[src/rtl/rsa_pkg.sv]
package rsa_pkg;
  typedef enum logic [2:0] {
    ST_IDLE  = 3'd0,
    ST_LATCH = 3'd1,
    ST_LEN   = 3'd2,
    ST_CLR   = 3'd3,
    ST_ARM   = 3'd4,
    ST_BYTE  = 3'd5
  } seq_state_e;
endpackage

[src/rtl/rsa_regfile.sv]
module rsa_regfile #(
  parameter int ADDR_W = 6,
  parameter int DATA_W = 8
) (
  input  logic              clk,
  input  logic              we,
  input  logic [ADDR_W-1:0] waddr,
  input  logic [DATA_W-1:0] wdata,
  input  logic [ADDR_W-1:0] raddr_a,
  output logic [DATA_W-1:0] rdata_a,
  input  logic [ADDR_W-1:0] raddr_b,
  output logic [DATA_W-1:0] rdata_b,
  input  logic [ADDR_W-1:0] haddr,
  output logic [DATA_W-1:0] hdata
);
  localparam int DEPTH = 1 << ADDR_W;

  logic [DATA_W-1:0] mem [DEPTH];

  // single write port, no reset on the storage
  always_ff @(posedge clk) begin
    if (we) mem[waddr] <= wdata;
  end

  // operand reads are asynchronous (distributed storage)
  assign rdata_a = mem[raddr_a];
  assign rdata_b = mem[raddr_b];

  // host read is registered, read-before-write
  always_ff @(posedge clk) begin
    hdata <= mem[haddr];
  end
endmodule

[src/rtl/rsa_byte_adder.sv]
module rsa_byte_adder #(
  parameter int DATA_W = 8
) (
  input  logic [DATA_W-1:0] a,
  input  logic [DATA_W-1:0] b,
  input  logic              cin,
  input  logic              bcd,
  output logic [DATA_W-1:0] sum,
  output logic              cout
);
  localparam int DIGITS = DATA_W / 4;

  logic [DATA_W:0]   bin_full;
  logic [DATA_W-1:0] dec_sum;
  logic              dec_cout;

  assign bin_full = {1'b0, a} + {1'b0, b} + {{DATA_W{1'b0}}, cin};

  // digit chain: raw digit sum above nine gets +6 and a decimal carry
  always_comb begin
    logic       c;
    logic [4:0] raw;
    c       = cin;
    dec_sum = '0;
    for (int g = 0; g < DIGITS; g++) begin
      raw = {1'b0, a[4*g +: 4]} + {1'b0, b[4*g +: 4]} + {4'b0, c};
      if (raw > 5'd9) begin
        dec_sum[4*g +: 4] = raw[3:0] + 4'd6;
        c = 1'b1;
      end else begin
        dec_sum[4*g +: 4] = raw[3:0];
        c = 1'b0;
      end
    end
    dec_cout = c;
  end

  assign sum  = bcd ? dec_sum  : bin_full[DATA_W-1:0];
  assign cout = bcd ? dec_cout : bin_full[DATA_W];
endmodule

[src/rtl/rsa_sequencer.sv]
module rsa_sequencer
  import rsa_pkg::*;
#(
  parameter int ADDR_W = 6,
  parameter int GRP_W  = 3
) (
  input  logic              clk,
  input  logic              rst,
  input  logic              start_i,
  input  logic [ADDR_W-1:0] dst_i,
  input  logic [ADDR_W-1:0] src_i,
  input  logic              bcd_i,
  input  logic              cout_i,
  output logic              busy_o,
  output logic              done_o,
  output logic              carry_o,
  output logic              we_o,
  output logic [ADDR_W-1:0] dptr_o,
  output logic [ADDR_W-1:0] sptr_o,
  output logic              bcd_o,
  output logic              cin_o
);
  localparam int              LEN_W     = GRP_W + 1;
  localparam logic [LEN_W-1:0] GRP_BYTES = LEN_W'(1 << GRP_W);

  seq_state_e          state_q;
  logic [ADDR_W-1:0]   dptr_q, sptr_q;
  logic [ADDR_W-GRP_W-1:0] grp_q;
  logic                mode_q;
  logic [LEN_W-1:0]    rem_q;
  logic                carry_q;
  logic                busy_q, done_q, cout_q;
  logic                accept;

  assign accept = start_i && (state_q == ST_IDLE);

  always_ff @(posedge clk) begin
    if (rst) begin
      state_q <= ST_IDLE;
      dptr_q  <= '0;
      sptr_q  <= '0;
      grp_q   <= '0;
      mode_q  <= 1'b0;
      rem_q   <= '0;
      carry_q <= 1'b0;
      busy_q  <= 1'b0;
      done_q  <= 1'b0;
      cout_q  <= 1'b0;
    end else begin
      done_q <= 1'b0;
      unique case (state_q)
        ST_IDLE: begin
          if (accept) begin
            dptr_q  <= dst_i;
            sptr_q  <= src_i;
            grp_q   <= dst_i[ADDR_W-1:GRP_W];
            mode_q  <= bcd_i;
            cout_q  <= 1'b0;
            busy_q  <= 1'b1;
            state_q <= ST_LATCH;
          end
        end
        ST_LATCH: state_q <= ST_LEN;
        ST_LEN: begin
          rem_q   <= GRP_BYTES - {1'b0, dptr_q[GRP_W-1:0]};
          state_q <= ST_CLR;
        end
        ST_CLR: begin
          carry_q <= 1'b0;
          state_q <= ST_ARM;
        end
        ST_ARM: state_q <= ST_BYTE;
        ST_BYTE: begin
          carry_q <= cout_i;
          dptr_q  <= dptr_q + 1'b1;
          sptr_q  <= sptr_q + 1'b1;
          rem_q   <= rem_q - 1'b1;
          if (rem_q == LEN_W'(1)) begin
            state_q <= ST_IDLE;
            busy_q  <= 1'b0;
            done_q  <= 1'b1;
            cout_q  <= cout_i;
          end
        end
        default: state_q <= ST_IDLE;
      endcase
    end
  end

  assign busy_o  = busy_q;
  assign done_o  = done_q;
  assign carry_o = cout_q;
  assign we_o    = (state_q == ST_BYTE);
  assign dptr_o  = dptr_q;
  assign sptr_o  = sptr_q;
  assign bcd_o   = mode_q;
  assign cin_o   = carry_q;

  logic [ADDR_W-1:0] ptr_gap;
  assign ptr_gap = sptr_q - dptr_q;

  AST_REM_NONZERO: assert property (@(posedge clk) disable iff (rst)
    (state_q == ST_BYTE) |-> (rem_q != '0));
  AST_DST_IN_GROUP: assert property (@(posedge clk) disable iff (rst)
    (state_q == ST_BYTE) |-> (dptr_q[ADDR_W-1:GRP_W] == grp_q));
  AST_DONE_SINGLE: assert property (@(posedge clk) disable iff (rst)
    done_q |=> !done_q);
  AST_DONE_NOT_BUSY: assert property (@(posedge clk) disable iff (rst)
    done_q |-> !busy_q);
  AST_START_IGNORED: assert property (@(posedge clk) disable iff (rst)
    (busy_q && start_i) |=> ($stable(mode_q) && $stable(ptr_gap)));
  AST_CARRY_HELD: assert property (@(posedge clk) disable iff (rst)
    (state_q == ST_IDLE && !start_i) |=> $stable(cout_q));
endmodule

[src/rtl/regfile_serial_adder.sv]
module regfile_serial_adder #(
  parameter int ADDR_W = 6,
  parameter int DATA_W = 8,
  parameter int GRP_W  = 3
) (
  input  logic              clk,
  input  logic              rst,
  input  logic              start,
  input  logic [ADDR_W-1:0] dst_ptr,
  input  logic [ADDR_W-1:0] src_ptr,
  input  logic              bcd_mode,
  input  logic              host_we,
  input  logic [ADDR_W-1:0] host_addr,
  input  logic [DATA_W-1:0] host_wdata,
  output logic [DATA_W-1:0] host_rdata,
  output logic              busy,
  output logic              done,
  output logic              carry_out
);
  localparam int DIGITS = DATA_W / 4;

  logic              seq_we, seq_bcd, seq_cin, add_cout;
  logic [ADDR_W-1:0] seq_dptr, seq_sptr;
  logic [DATA_W-1:0] opd_dst, opd_src, add_sum;
  logic              host_ok, rf_we;
  logic [ADDR_W-1:0] rf_waddr;
  logic [DATA_W-1:0] rf_wdata;

  rsa_sequencer #(.ADDR_W(ADDR_W), .GRP_W(GRP_W)) i_seq (
    .clk    (clk),
    .rst    (rst),
    .start_i(start),
    .dst_i  (dst_ptr),
    .src_i  (src_ptr),
    .bcd_i  (bcd_mode),
    .cout_i (add_cout),
    .busy_o (busy),
    .done_o (done),
    .carry_o(carry_out),
    .we_o   (seq_we),
    .dptr_o (seq_dptr),
    .sptr_o (seq_sptr),
    .bcd_o  (seq_bcd),
    .cin_o  (seq_cin)
  );

  rsa_byte_adder #(.DATA_W(DATA_W)) i_add (
    .a   (opd_dst),
    .b   (opd_src),
    .cin (seq_cin),
    .bcd (seq_bcd),
    .sum (add_sum),
    .cout(add_cout)
  );

  assign host_ok  = host_we && !busy;
  assign rf_we    = seq_we || host_ok;
  assign rf_waddr = seq_we ? seq_dptr : host_addr;
  assign rf_wdata = seq_we ? add_sum  : host_wdata;

  rsa_regfile #(.ADDR_W(ADDR_W), .DATA_W(DATA_W)) i_rf (
    .clk    (clk),
    .we     (rf_we),
    .waddr  (rf_waddr),
    .wdata  (rf_wdata),
    .raddr_a(seq_dptr),
    .rdata_a(opd_dst),
    .raddr_b(seq_sptr),
    .rdata_b(opd_src),
    .haddr  (host_addr),
    .hdata  (host_rdata)
  );

  function automatic logic digits_ok(input logic [DATA_W-1:0] v);
    logic ok;
    ok = 1'b1;
    for (int g = 0; g < DIGITS; g++) if (v[4*g +: 4] > 4'd9) ok = 1'b0;
    return ok;
  endfunction

  AST_BCD_DIGITS_VALID: assert property (@(posedge clk) disable iff (rst)
    (seq_we && seq_bcd && digits_ok(opd_dst) && digits_ok(opd_src))
      |-> digits_ok(add_sum));
  AST_SEQ_WRITE_WHILE_BUSY: assert property (@(posedge clk) disable iff (rst)
    seq_we |-> busy);
endmodule

[config.mk]
export PLATFORM = sky130hd
export DESIGN_NAME = regfile_serial_adder
export DESIGN_NICKNAME = d
export VERILOG_FILES = /design/src/rtl/rsa_pkg.sv /design/src/rtl/rsa_regfile.sv /design/src/rtl/rsa_byte_adder.sv /design/src/rtl/rsa_sequencer.sv /design/src/rtl/regfile_serial_adder.sv
export SDC_FILE = /design/constraint.sdc
export NUM_CORES = 1
export LEC_CHECK = 0
export CAP_MARGIN = 20
export CORE_UTILIZATION = 30
export CTS_BUF_LIST = sky130_fd_sc_hd__clkbuf_4 sky130_fd_sc_hd__clkbuf_8 sky130_fd_sc_hd__clkbuf_16
export DETAILED_ROUTE_END_ITERATION = 6
export DONT_BUFFER_PORTS = 1
export PLACE_DENSITY_LB_ADDON = 0.08
export SLEW_MARGIN = 20
export SYNTH_ARGS = -nofsm -noshare
export SYNTH_HDL_FRONTEND = slang
export SYNTH_SLANG_ARGS = --single-unit
[constraint.sdc]
create_clock -name clk -period 13.2 [get_ports clk]
set_input_delay 2.64 -clock clk [delete_from_list [all_inputs] [get_ports clk]]
set_output_delay 2.64 -clock clk [all_outputs]
set_load 0.05 [all_outputs]
==> impl_metrics.toml, run 1 <==
[floorplanning]
die_y_microns = 320.4
start_util = 0.3033
die_x_microns = 320.4
io_pins = 42
row_count = 116
fp.coreArea_sq_um = 100300
dieArea_sq_um = 102700

[run]
max_cap_viol_count = 0

[route]
vias_per_cell = 5.978
dr.pass1.iters = 5
drt_wl_total_mm = 116.2
ant_nets = 0
wl_per_cell_microns = 36.62
dr.first_iter.drc_count = 2281
drc = 0
vias = 18960

[yosys]
synth-edff-count = 512
netlist.area_leader.share = 0.5054
async_reset_ff_frac = 0
synth.distinct_cells = 64
syn_inst = 1793
synth_top_cell_by_area = "edfxtp_1"
yosysSeqAreaShare = 0.5344
synth.area.top_cells = "edfxtp_1, mux4_2, dfxtp_1"
syn_area_sq_um = 30420
avgSynthCellArea_sq_um = 16.97
ys_seq_elements = 556
synth_top_flop_cell = "edfxtp_1"
syn_nets = 1842
ys_warn_count = 0

[cts]
cts_made_buffers = 68
cts_root_buf = "clkbuf_16"
clk_pin_slew_worst_paths_ns = 0.06
cts_tree = "yes"
h-tree-depth = 3
cts_buffer_depth = 3
post_cts_resized = 0
cts_setup_buffers = 0
clock_sinks = 556
holdBufCountCts = 0
clk-insertion-delay-late_ns = 0.64

[sta]
setup_violations = 0
rsz0062_at_grt = "no"
hold_viol_final = 0
worst_pin_slew_ns = 1.143
clock.fmax_mhz = 115.0
min_period_over_period = 0.6586
setup_tns_ns = 0
drv_slew = 0
slew_headroom = 0.2349
fin_crit_ns = 8.693
skew_ns = 0.03740

[final_layout]
antenna_cells = 0
fillCellCount = 9477
mostFrequentLayoutCell = "edfxtp_1"
nets = 1812
syn_to_final_growth_pct = 12.08
utilization = 0.3399
layout-drive-gt1-share = 0.3372
layout_common_cells = "edfxtp_1, mux4_2, nor2_1, nand2_1, clkbuf_16"
instances_no_fill = 3172
final_area_sq_um = 34090

[placement]
dpl_cell_area_sq_um = 31840
hpwl_mm = 76.89
portBuffers = 0
dp_cells = 3048
gp_congestion = 0.9574

[grt]
grt_pass1_wl_mm = 160.6
grt_pass1_vias = 18840
gr-usage-all-layers = 0.2272
antenna_found_initial = 9
grt-ovfl-total = 0
grt_max_degree = 131

[worst_setup_path]
critPathSlowestCell = "dfxtp_4"
critPathMaxStageDelay_ns = 0.78
critical_path_class = "reg -> reg"
path_buf_inv = 3
endpoint_kind = "flop"
start_kind = "flop"
arrival_ns = 9.05
worstPathCellList = "buf_4 -> buf_4 -> mux4_2 -> o21ai_0 -> o311ai_0 -> ha_1 -> a21oi_1 -> xnor2_1 -> ha_1 -> a21boi_0 -> a311oi_1 -> maj3_1 -> or2_2 -> fa_1 -> fa_1 -> xnor2_1 -> ha_1 -> or2_2 -> mux2i_1 -> mux2i_1 -> a21oi_4 -> buf_4"
path_delay_family = "adder cells"
reg2reg_slack_ns = 4.51
cp.required_ns = 13.55
worstPathMaxFanout = 40

[power_and_ir_drop]
p_per_area_nw_per_um2 = 144.7
ir_worst_vdd_mv = 0.08023
p_leak_nw = 10.11

[outcome]
status = "complete, no violations"

[min_path]
hold_path_class = "reg -> reg"
[cell usage after synthesis (8+ instances only)]
cell,n
nor3_1,29
ha_1,15
buf_1,8
o21ai_1,21
o21ai_0,44
buf_2,41
nand2_1,80
nand2b_1,14
a22oi_1,43
inv_1,13
nor2_1,136
mux2i_1,46
a22o_1,8
a221oi_1,14
xnor2_1,12
a21oi_1,27
edfxtp_1,512
nor2b_1,24
dfxtp_1,44
o22ai_1,21
mux2_2,14
nand3_1,10
buf_4,18
clkbuf_1,65
buf_6,11
mux4_2,408
a211oi_1,15
[final cells by class]
type / instances / area [sq um] / share of cell area
flip-flops and latches: 556 / 16280 / 0.4775
repair buffers: 45 / 379.1 / 0.01112
multi-input cells: 1079 / 13470 / 0.3950
clock buffers: 76 / 1792 / 0.05255
clock inverters: 46 / 427.9 / 0.01255
inverters: 13 / 48.80 / 0.001431
well taps: 1357 / 1698 / 0.04980
[path summary, 6_finish.rpt]
| kind | from | end | cells after the start |
|---|---|---|---|
| min reg2reg | i_seq.rem_q[3] | i_seq.rem_q[3] | 2 |
| max reg2reg | flop | i_rf.mem[61][7] | 22 |
| min | i_seq.rem_q[3] | i_seq.rem_q[3] | 2 |
| max | flop | i_rf.mem[61][7] | 22 |
[cells by family after synthesis]
family / count (synthesis) / synth area share
AO/OA/AOI/OAI: 244 / 0.05405
adder cells (fa/ha/maj): 19 / 0.008473
flip-flops: 556 / 0.5344
XOR/XNOR: 13 / 0.003743
AND/OR/NAND/NOR: 335 / 0.05043
multiplexers: 468 / 0.3224
buffers and inverters: 158 / 0.02653
[layer usage]
metal,share of wire,GRT usage,up-vias
met5,0,0,-
met4,0.024,0.06135,0
met3,0.070,0.04161,118
met2,0.47,0.3569,836
met1,0.44,0.3226,10430
li1,-,-,7582
[tightest hold or removal path: stages, from the launching register on]
cell,delay [ns]
dfxtp_1,0.32
inv_1,0.05
a221oi_1,0.06
[power by group]
group / switching (mW) / internal [mW] / total [mW]
sequential: 0.0656 / 1.95 / 2.02
clock: 0.794 / 1.12 / 1.91
combinational: 0.602 / 0.404 / 1.01
total: 1.46 / 3.47 / 4.93
[per-stage QoR]
stage               hold slack, ns  setup WS, ns  power (mW)
floorplan                   0.4596         4.030       2.710
global placement            0.4673         4.190       3.061
detailed placement          0.4770         4.041       3.052
CTS                         0.4862         3.953       4.967
global route                0.5327         3.946       5.085
finish                      0.4826         4.507       4.935
[flip-flops by register name, indices dropped and copies added (netlist names), named ones only]
signal and count:
i_seq.cin_o 1, i_seq.busy_o 1, i_seq.done_o 1, i_seq.state_q 3
i_seq.rem_q 4, i_seq.carry_o 1, i_seq.dptr_o 6, i_rf.mem 512
i_seq.sptr_o 6, i_seq.bcd_o 1, i_rf.hdata 8
Note: power is estimated with default switching activity, not from simulation.
==> inputs of run 2 (changes only) <==
==> constraint.sdc (replaced) <==
create_clock -name clk -period 8 [get_ports clk]
set_input_delay 1.6 -clock clk [delete_from_list [all_inputs] [get_ports clk]]
set_output_delay 1.6 -clock clk [all_outputs]
set_load 0.05 [all_outputs]
==> run 2 against run 1 <==
Routed wire length about the same. Non-clock buffer count up 75. Worst setup slack got worse by 4.0 ns. Sequential power up 65%. Clock power increased by 78%. Final area increased by 2.6%. Clock-buffer cell count up 11. Power rose by 70%. Global-route usage rose by 0.079 points. Die area is the same. Flip-flop and latch count did not move. First-iteration DRC count down 6.5%. Critical path type unchanged. Largest power group is now clock. Highest routed layer is now met5.
==> impl_metrics.toml, run 2 (synthesis results as in run 1) <==
[final_layout]
top_regs = "i_rf.mem (512), i_rf.hdata (8)"
fillCellCount = 9455
syn_to_final_growth_pct = 15.02
layout_common_cells = "edfxtp_1, mux4_2, nor2_1, buf_4, nand2_1"
instances_no_fill = 3251
mostFrequentLayoutCell = "edfxtp_1"
top_register = "i_rf.mem"
largest_register_ffs = 512
nets = 1890
layout-drive-gt1-share = 0.3687

[worst_setup_path]
endpoint = "i_rf.mem[31][5]"
worstPathCellList = "buf_12 -> mux4_2 -> a22o_1 -> o21ai_0 -> o311ai_0 -> fa_1 -> a21oi_1 -> xnor2_1 -> ha_1 -> a21boi_0 -> a311oi_1 -> maj3_1 -> or2_2 -> fa_1 -> fa_1 -> xnor2_1 -> ha_1 -> a21oi_1 -> a21boi_1 -> xnor2_1 -> a311oi_4 -> buf_12"
path_delay_family = "compound AO/OA/AOI/OAI gates"
path_depth = 22
r2r_cells = 22
path_buf_inv = 2
r2r_end = "i_rf.mem[31][5]"
critPathSlowestCell = "mux4_2"
worstPathMaxFanout = 64
endpoint_kind = "flop"
critPathMaxStageDelay_ns = 0.55
arrival_ns = 7.93
cp.required_ns = 8.41
start_kind = "flop"
reg2reg_slack_ns = 0.48
critical_path_class = "reg -> reg"

[floorplanning]
io_pins = 42
die_x_microns = 320.4
fp.coreArea_sq_um = 100300
start_util = 0.3033
die_y_microns = 320.4
dieArea_sq_um = 102700
row_count = 116

[sta]
min_period_over_period = 0.9401
drv_slew = 0
setup_violations = 0
clock.fmax_mhz = 133.0
skew_ns = 0.04292
slew_headroom = 0.1971
hold_viol_final = 0
worst_pin_slew_ns = 1.200
rsz0062_at_grt = "no"
fin_crit_ns = 7.520
worst_slack_ns = 0.4795
setup_tns_ns = 0
hold_ws_ns = 0.4875

[route]
vias = 19220
dr.pass1.iters = 6
dr.first_iter.drc_count = 2133
vias_per_cell = 5.911
drt_wl_total_mm = 116.1
drc = 0
wl_per_cell_microns = 35.72
ant_nets = 0

[grt]
grt_pass1_wl_mm = 161.5
grt-ovfl-total = 0
grt_max_degree = 131
gr-usage-all-layers = 0.2280
antenna_found_initial = 6
grt_pass1_vias = 19310

[power_and_ir_drop]
ir_worst_vdd_mv = 0.1287
p_per_area_nw_per_um2 = 240.0
swShare = 0.2836
p_int_mw = 6.015
switchingPower_mw = 2.381
p_leak_nw = 10.62
total_power_mw = 8.396
clkPwrFrac = 0.405
seqPwrFrac = 0.397
power.share.combinational = 0.198

[min_path]
hold_path_class = "reg -> reg"
min-delay-start = "i_seq.rem_q[3]"

[cts]
cts_root_buf = "clkbuf_16"
clock_sinks = 556
cts_tree = "yes"
cts_buffer_depth = 3
h-tree-depth = 3
clk_pin_slew_worst_paths_ns = 0.06
clk-insertion-delay-late_ns = 0.65
cts_made_buffers = 71

[run]
max_cap_viol_count = 0

[placement]
portBuffers = 0
dp_cells = 3124
hpwl_mm = 79.25
post-place-ws_ns = 0.4502
gp_congestion = 0.9191

[outcome]
status = "complete, no violations"
==> run 2: how the worst min path moves through the flow <==
stage                          end  slack (ns)  cells past startpoint
global route        i_seq.rem_q[3]        0.52                      2
global placement    i_seq.rem_q[3]        0.47                      2
finish              i_seq.rem_q[3]        0.49                      2
CTS                 i_seq.rem_q[3]        0.49                      2
floorplan           i_seq.rem_q[3]        0.46                      2
detailed placement  i_seq.rem_q[3]        0.48                      2
==> run 2: power groups by stage <==
stage,combinational [mW],sequential [mW],clock (mW)
3_3_place_gp,1.65,3.40,0
3_5_place_dp,1.64,3.40,0
5_1_grt,1.77,3.33,3.57
6_report,1.67,3.33,3.40
4_1_cts,1.65,3.34,3.47
2_1_floorplan,1.15,3.32,0
==> run 2: metal layers <==
layer / GRT usage / routed length [microns]
met5: 0 / 13
met1: 0.3173 / 49960
met3: 0.04155 / 7906
met4: 0.05306 / 2701
met2: 0.3695 / 55530
==> run 2: tightest hold or removal path: cells and delay by family, from the launching register on <==
family,cells,cell delay (ns)
AOI/OAI and AO/OA,1,0.06
DFF,1,0.32
buffers and inverters,1,0.05
==> run 2: per-stage QoR <==
step,cell area [sq um],utilization
finish,34990,0.3489
global route,34980,0.3488
CTS,34960,0.3486
detailed placement,32510,0.3242
global placement,32490,0.3240
floorplan,30430,-
==> run 2: layout make-up <==
| type | count | area (sq um) | share of cell area |
|---|---|---|---|
| diodes | 1 | 2.502 | 0.00007152 |
| clock buffers | 87 | 1949 | 0.05572 |
| clock inverters | 38 | 499.2 | 0.01427 |
| inverters | 13 | 48.80 | 0.001395 |
| multi-input cells | 1079 | 13470 | 0.3849 |
| flip-flops and latches | 556 | 16280 | 0.4653 |
| well taps | 1357 | 1698 | 0.04853 |
| repair buffers | 120 | 1042 | 0.02979 |
==> run 2: repair_timing <==
item	CTS	global route
hold buffers	0	0
setup endpoints to repair	0	127
setup buffers	0	1
gates resized for setup	0	1
